### src/rtl/gbm_pkg.sv
package gbm_pkg;
  typedef enum logic [1:0] {
    MODE_SINGLE = 2'd0,
    MODE_NARROW = 2'd1,
    MODE_WIDE   = 2'd2,
    MODE_PERIPH = 2'd3
  } port_mode_e;
endpackage

### src/rtl/gbm_regs.sv
module gbm_regs #(
  parameter int PORT_W   = 8,
  parameter int OFF_W    = 8,
  parameter int LAT_OFF  = 0,
  parameter int DIR_OFF  = 2
) (
  input  logic              clk,
  input  logic              rst,
  input  logic              bus_mode,
  input  logic              reg_sel,
  input  logic              reg_we,
  input  logic [OFF_W-1:0]  reg_addr,
  input  logic [PORT_W-1:0] reg_wdata,
  input  logic [PORT_W-1:0] pin_in,
  output logic [PORT_W-1:0] lat_q,
  output logic [PORT_W-1:0] dir_q,
  output logic [PORT_W-1:0] reg_rdata,
  output logic              ext_acc
);
  localparam logic [OFF_W-1:0] LAT_A = OFF_W'(LAT_OFF);
  localparam logic [OFF_W-1:0] DIR_A = OFF_W'(DIR_OFF);

  logic hit_lat, hit_dir, hit_any, wr_ok;
  logic [PORT_W-1:0] rd_mux;

  always_comb begin
    hit_lat = (reg_addr == LAT_A);
    hit_dir = (reg_addr == DIR_A);
    hit_any = hit_lat | hit_dir;
    wr_ok   = reg_sel & reg_we & ~bus_mode;
    rd_mux  = '0;
    if (!bus_mode) begin
      if (hit_lat) rd_mux = (dir_q & lat_q) | (~dir_q & pin_in);
      else if (hit_dir) rd_mux = dir_q;
    end
  end

  // output latch: deliberately not reset
  always_ff @(posedge clk) begin
    if (wr_ok && hit_lat) lat_q <= reg_wdata;
  end

  always_ff @(posedge clk) begin
    if (rst) dir_q <= '0;
    else if (wr_ok && hit_dir) dir_q <= reg_wdata;
  end

  always_ff @(posedge clk) begin
    if (rst) begin
      reg_rdata <= '0;
      ext_acc   <= 1'b0;
    end else begin
      ext_acc <= reg_sel & hit_any & bus_mode;
      if (reg_sel) reg_rdata <= rd_mux;
    end
  end


  dir_reset_chk: assert property (@(posedge clk) rst |=> (dir_q == '0));


  bus_write_blocked_chk: assert property (@(posedge clk) disable iff (rst)
    (reg_sel && reg_we && bus_mode) |=> ($stable(lat_q) && $stable(dir_q)));


  ext_strobe_chk: assert property (@(posedge clk) disable iff (rst)
    (reg_sel && bus_mode && (reg_addr == LAT_A || reg_addr == DIR_A)) |=> ext_acc);


  ext_quiet_chk: assert property (@(posedge clk) disable iff (rst)
    (!reg_sel || !bus_mode) |=> !ext_acc);
endmodule

### src/rtl/gbm_pinmux.sv
module gbm_pinmux
  import gbm_pkg::*;
#(
  parameter int PORT_W = 8,
  localparam int BUS_W = 2 * PORT_W
) (
  input  logic              clk,
  input  logic              rst,
  input  port_mode_e        mode,
  input  logic              bus_phase,
  input  logic              byte_hi,
  input  logic              bus_wr,
  input  logic [BUS_W-1:0]  bus_addr,
  input  logic [BUS_W-1:0]  bus_wdata,
  input  logic [PORT_W-1:0] lat_q,
  input  logic [PORT_W-1:0] dir_q,
  output logic [PORT_W-1:0] pin_out,
  output logic [PORT_W-1:0] pin_oe
);
  logic narrow, low_lane;
  logic [PORT_W-1:0] data_lane, nxt_out, nxt_oe;

  assign narrow   = (mode == MODE_NARROW);
  assign low_lane = narrow & ~byte_hi;

  for (genvar b = 0; b < PORT_W; b++) begin : g_lane
    assign data_lane[b] = low_lane ? bus_wdata[b] : bus_wdata[b + PORT_W];
  end

  always_comb begin
    if (mode == MODE_SINGLE) begin
      nxt_out = lat_q;
      nxt_oe  = dir_q;
    end else if (!bus_phase) begin
      nxt_out = bus_addr[BUS_W-1:PORT_W];
      nxt_oe  = '1;
    end else begin
      nxt_out = data_lane;
      nxt_oe  = {PORT_W{bus_wr}};
    end
  end

  always_ff @(posedge clk) begin
    if (rst) begin
      pin_out <= '0;
      pin_oe  <= '0;
    end else begin
      pin_out <= nxt_out;
      pin_oe  <= nxt_oe;
    end
  end


  addr_phase_drive_chk: assert property (@(posedge clk) disable iff (rst)
    (!$past(rst) && $past(mode) != MODE_SINGLE && !$past(bus_phase)) |-> (pin_oe == '1));


  addr_byte_chk: assert property (@(posedge clk) disable iff (rst)
    (!$past(rst) && $past(mode) != MODE_SINGLE && !$past(bus_phase))
      |-> (pin_out == $past(bus_addr[BUS_W-1:PORT_W])));
endmodule

### src/rtl/gpio_busmux_port.sv
module gpio_busmux_port
  import gbm_pkg::*;
#(
  parameter int PORT_W  = 8,
  parameter int OFF_W   = 8,
  parameter int LAT_OFF = 0,
  parameter int DIR_OFF = 2,
  localparam int BUS_W  = 2 * PORT_W
) (
  input  logic              clk,
  input  logic              rst,
  input  logic [1:0]        mode,
  input  logic              bus_phase,
  input  logic              byte_hi,
  input  logic              bus_wr,
  input  logic [BUS_W-1:0]  bus_addr,
  input  logic [BUS_W-1:0]  bus_wdata,
  input  logic              reg_sel,
  input  logic              reg_we,
  input  logic [OFF_W-1:0]  reg_addr,
  input  logic [PORT_W-1:0] reg_wdata,
  output logic [PORT_W-1:0] reg_rdata,
  output logic              ext_acc,
  input  logic [PORT_W-1:0] pin_in,
  output logic [PORT_W-1:0] pin_out,
  output logic [PORT_W-1:0] pin_oe
);
  port_mode_e mode_e;
  logic bus_mode;
  logic [PORT_W-1:0] lat_q, dir_q;

  assign mode_e   = port_mode_e'(mode);
  assign bus_mode = (mode_e != MODE_SINGLE);

  gbm_regs #(
    .PORT_W(PORT_W), .OFF_W(OFF_W), .LAT_OFF(LAT_OFF), .DIR_OFF(DIR_OFF)
  ) u_regs (
    .clk(clk), .rst(rst), .bus_mode(bus_mode),
    .reg_sel(reg_sel), .reg_we(reg_we), .reg_addr(reg_addr),
    .reg_wdata(reg_wdata), .pin_in(pin_in),
    .lat_q(lat_q), .dir_q(dir_q),
    .reg_rdata(reg_rdata), .ext_acc(ext_acc)
  );

  gbm_pinmux #(.PORT_W(PORT_W)) u_mux (
    .clk(clk), .rst(rst), .mode(mode_e),
    .bus_phase(bus_phase), .byte_hi(byte_hi), .bus_wr(bus_wr),
    .bus_addr(bus_addr), .bus_wdata(bus_wdata),
    .lat_q(lat_q), .dir_q(dir_q),
    .pin_out(pin_out), .pin_oe(pin_oe)
  );


  single_oe_follows_dir_chk: assert property (@(posedge clk) disable iff (rst)
    (!$past(rst) && $past(mode_e) == MODE_SINGLE) |-> (pin_oe == $past(dir_q)));


  bus_read_zero_chk: assert property (@(posedge clk) disable iff (rst)
    (reg_sel && bus_mode) |=> (reg_rdata == '0));
endmodule

### config.mk
export PLATFORM = sky130hd
export DESIGN_NAME = gpio_busmux_port
export DESIGN_NICKNAME = d
export VERILOG_FILES = /design/src/rtl/gbm_pkg.sv /design/src/rtl/gbm_regs.sv /design/src/rtl/gbm_pinmux.sv /design/src/rtl/gpio_busmux_port.sv
export SDC_FILE = /design/constraint.sdc
export NUM_CORES = 1
export LEC_CHECK = 0
export ABC_AREA = 1
export BUFFER_PORTS_ARGS = -buffer_cell sky130_fd_sc_hd__buf_2
export CORE_MARGIN = 2
export CORE_UTILIZATION = 41
export CTS_CLUSTER_DIAMETER = 150
export DETAILED_ROUTE_END_ITERATION = 8
export PLACE_DENSITY = 0.76
export SETUP_SLACK_MARGIN = 0.4
export SYNTH_ARGS = -nofsm -noshare
export SYNTH_HDL_FRONTEND = slang
export SYNTH_SLANG_ARGS = --single-unit
export TNS_END_PERCENT = 30
### constraint.sdc
create_clock -name clk -period 1.3 [get_ports clk]
set_input_delay 0 -clock clk [delete_from_list [all_inputs] [get_ports clk]]
set_output_delay 0 -clock clk [all_outputs]
set_load 0.01 [all_outputs]
==> run_summary.xml <==
<?xml version="1.0" encoding="UTF-8"?>
<metrics>
  <group name="sta">
    <metric name="skew" unit="ns">0.00280</metric>
    <metric name="post-route-period-util" unit="%">71.1</metric>
    <metric name="timing.final.crit_period" unit="ns">0.924</metric>
    <metric name="final.setup.tns" unit="ns">0</metric>
    <metric name="slew-limit-headroom" unit="%">67.4</metric>
    <metric name="setup_viol" unit="">0</metric>
    <metric name="max_slew.worst_pin.slew" unit="ns">0.485</metric>
    <metric name="rsz_0062_raised_after_global_routing" unit="">true</metric>
    <metric name="timing.final.hold_violations" unit="">0</metric>
    <metric name="slew_violations" unit="">0</metric>
    <metric name="timing.final.ws_setup" unit="ns">0.376</metric>
    <metric name="max_freq" unit="MHz">1080</metric>
  </group>
  <group name="synthesis">
    <metric name="synthesis.yosys.warnings" unit="">0</metric>
    <metric name="synth.distinct_cells" unit="">20</metric>
    <metric name="postSynthCellCount" unit="">241</metric>
    <metric name="avgSynthCellArea" unit="sq um">7.50</metric>
    <metric name="synth_seq_area_share" unit="%">49.8</metric>
    <metric name="yosys_register_bits" unit="">41</metric>
    <metric name="synth_area" unit="sq mm">0.00181</metric>
    <metric name="synth_nets" unit="">306</metric>
  </group>
  <group name="setup_path">
    <metric name="worstSetupPathType" unit="">register to register</metric>
    <metric name="crit_path_cell_trace" unit="">nand2_1, o21ai_1, nand2_1, nand2_1, nand2_1, a21oi_1</metric>
    <metric name="rrSetupSlack" unit="ns">0.38</metric>
    <metric name="critical_path_required" unit="ns">1.47</metric>
    <metric name="critPathLaunch" unit="">u_regs.lat_q[7]</metric>
    <metric name="timing.critical_path.buf_inv" unit="">0</metric>
    <metric name="cp_max_fo" unit="">2</metric>
    <metric name="crit-reg2reg-launch" unit="">u_regs.lat_q[7]</metric>
    <metric name="timing.critical_path.slowest_stage_cell" unit="">sky130_fd_sc_hd__edfxtp_1</metric>
    <metric name="cpPeakStageDelay" unit="ns">0.44</metric>
    <metric name="critical_path.startpoint_type" unit="">register</metric>
    <metric name="worst_setup_path_end_kind" unit="">register</metric>
    <metric name="worst_path_dominant_cell_family" unit="">flip-flops</metric>
    <metric name="worstPathArrival" unit="ns">1.10</metric>
    <metric name="worst_path_most_repeated_cell" unit="">sky130_fd_sc_hd__nand2_1</metric>
  </group>
  <group name="global_routing">
    <metric name="maximum_number_of_pins_on_one_net_before_global_route_repair" unit="">18</metric>
    <metric name="first_pass_grt_wire_length" unit="um">7690</metric>
    <metric name="global_route.overflow_total" unit="">0</metric>
    <metric name="grt_pass1_vias" unit="">1779</metric>
    <metric name="groute.usage.overall" unit="%">19.7</metric>
    <metric name="grt_antenna_before_repair" unit="">0</metric>
  </group>
  <group name="final_layout">
    <metric name="multi_input_comb_area" unit="sq um">821</metric>
    <metric name="final.fill_count" unit="">407</metric>
    <metric name="final_net_count" unit="">408</metric>
    <metric name="n_antenna_cell" unit="">0</metric>
    <metric name="area.growth.synth_to_final" unit="%">42.7</metric>
    <metric name="fin_area" unit="sq mm">0.00258</metric>
    <metric name="drive_above_1_share" unit="%">33.7</metric>
    <metric name="final_util" unit="%">60.1</metric>
    <metric name="finished_layout_cells" unit="">396</metric>
    <metric name="area.sequential" unit="sq um">912</metric>
  </group>
  <group name="floorplan">
    <metric name="floorplan.die.height" unit="um">70.4</metric>
    <metric name="rows" unit="">24</metric>
    <metric name="starting_density_of_the_core" unit="%">42.1</metric>
    <metric name="core" unit="sq mm">0.00429</metric>
    <metric name="die_w" unit="um">70.4</metric>
    <metric name="ios" unit="">90</metric>
    <metric name="design.die.area" unit="sq mm">0.00496</metric>
  </group>
  <group name="clocking">
    <metric name="clk-insertion-delay-late" unit="ns">0.29</metric>
    <metric name="clk_pin_slew" unit="ns">0.08</metric>
    <metric name="clock_sinks" unit="">41</metric>
    <metric name="clockBufferDepth" unit="">2</metric>
    <metric name="clock_tree.htree_level_count" unit="">2</metric>
    <metric name="cts_root_buf" unit="">sky130_fd_sc_hd__clkbuf_8</metric>
    <metric name="numCtsBuffers" unit="">5</metric>
    <metric name="tritoncts" unit="">yes</metric>
  </group>
  <group name="detailed_routing">
    <metric name="detail_route.first_pass.iterations" unit="">4</metric>
    <metric name="route.detailed.vias_per_inst" unit="">4.80</metric>
    <metric name="dr_total_vias" unit="">1902</metric>
    <metric name="wl" unit="um">4820</metric>
    <metric name="remaining_drc_errors" unit="">0</metric>
    <metric name="antenna_violating_nets_post_route" unit="">0</metric>
    <metric name="wire_per_inst" unit="um">12.2</metric>
    <metric name="first_iter_violations" unit="">103</metric>
  </group>
  <group name="placed_design">
    <metric name="io_buffer_count" unit="">81</metric>
    <metric name="detailed_place.area" unit="sq mm">0.00233</metric>
    <metric name="pre_cts_slack" unit="ns">0.0881</metric>
    <metric name="place_congestion" unit="">0.823</metric>
    <metric name="post-place-cells" unit="">373</metric>
    <metric name="dpl.hpwl" unit="um">3550</metric>
  </group>
  <group name="power">
    <metric name="p_per_area" unit="mW/mm^2">963</metric>
    <metric name="total_leakage_power" unit="nW">1.21</metric>
    <metric name="ir_drop" unit="V">0.000459</metric>
  </group>
  <group name="status">
    <metric name="status" unit="">finished clean</metric>
  </group>
  <group name="min_path">
    <metric name="timing.hold.worst.class" unit="">input pin to register</metric>
    <metric name="hold_path.startpoint" unit="">bus_wdata[6]</metric>
  </group>
  <group name="flow_run">
    <metric name="max-cap-violations" unit="">0</metric>
  </group>
</metrics>
cell type report:
type | instances | area share (%)
flip-flops and latches | 41 | 35.4
clock buffers | 6 | 2.81
well taps | 52 | 2.52
multi-input cells | 165 | 31.8
clock inverters | 2 | 0.388
inverters | 29 | 4.22
repair buffers | 101 | 22.9
power breakdown:
part	internal [mW]	leakage (nW)	switching, mW
sequential	1.33	0.345	0.00730
clock	0.372	0.0450	0.429
combinational	0.168	0.824	0.184
routing by layer:
layer | wire length, um | vias to the layer above | GRT usage [%]
met1 | 2010 | 834 | 23.5
met2 | 2430 | 62 | 32.9
met5 | 0 | - | 0
met3 | 285 | 10 | 5.63
li1 | - | 996 | -
met4 | 88 | 0 | 8.55
cells in the mapped netlist, drive strengths merged:
| library cell | n | area share, % |
|---|---|---|
| a21oi | 41 | 11 |
| buf | 3 | 1.2 |
| clkbuf | 3 | 0.62 |
| clkinv | 1 | 0.21 |
| dfxtp | 33 | 37 |
| edfxtp | 8 | 13 |
| inv | 28 | 5.8 |
| nand2 | 55 | 12 |
| nand3 | 9 | 2.5 |
| nand3b | 1 | 0.42 |
| nor2 | 24 | 6.0 |
| nor3 | 2 | 1.2 |
| o21ai | 33 | 9.1 |
through the flow:
| step | hold slack [ns] | total power, mW |
|---|---|---|
| global placement | 0.191 | 1.67 |
| detailed placement | 0.190 | 1.68 |
| finish | 0.00512 | 2.49 |
| global route | 0.0178 | 2.60 |
| CTS | 0.00119 | 2.50 |
| floorplan | 0.0989 | 1.52 |
path summary, 6_finish.rpt:
path / to / cells past startpoint
hold reg to reg: u_regs.reg_rdata[4] / 2
hold / removal: u_mux.pin_out[6] / 3
setup / recovery: u_regs.reg_rdata[7] / 6
setup reg to reg: u_regs.reg_rdata[7] / 6
cells by family (layout without fill, tap and decap cells):
logic type | Yosys count | after routing | share of synthesized area [%]
buf+inv | 35 | 138 | 7.82
simple gates | 91 | 91 | 21.9
compound gates | 74 | 74 | 20.5
flops | 41 | 41 | 49.8
cell usage in the layout (no fill, tap or decap), types with 6 or more instances in the layout:
cell and n:
sky130_fd_sc_hd__buf_2 81, sky130_fd_sc_hd__nand2_1 50, sky130_fd_sc_hd__a21oi_1 41, sky130_fd_sc_hd__dfxtp_1 28, sky130_fd_sc_hd__inv_1 26, sky130_fd_sc_hd__o21ai_0 26, sky130_fd_sc_hd__nor2_1 17, sky130_fd_sc_hd__dlygate4sd3_1 14
sky130_fd_sc_hd__nand3_1 9, sky130_fd_sc_hd__edfxtp_1 8, sky130_fd_sc_hd__nor2_4 7, sky130_fd_sc_hd__o21ai_1 6, sky130_fd_sc_hd__buf_4 6
sequential cells by signal, indices dropped and copies added, names as in the netlist:
register          flops
u_regs.ext_acc        1
u_mux.pin_oe          8
u_regs.lat_q          8
u_regs.dir_q          8
u_mux.pin_out         8
u_regs.reg_rdata      8
what timing repair did:
item / CTS / global route
setup buffers: 0 / 1
gates resized for setup: 5 / 9
pin swaps: 4 / 8
hold buffers: 14 / 0
endpoints found under the setup margin: 6 / 22
hold endpoints to repair: 20 / 0
worst register-to-register path, cell delays in order, from the launching register on:
cell and delay, ns:
sky130_fd_sc_hd__edfxtp_1 0.44, sky130_fd_sc_hd__nand2_1 0.09, sky130_fd_sc_hd__o21ai_1 0.06, sky130_fd_sc_hd__nand2_1 0.06, sky130_fd_sc_hd__nand2_1 0.04, sky130_fd_sc_hd__nand2_1 0.05
sky130_fd_sc_hd__a21oi_1 0.06
(Power assumes the default switching activity.)
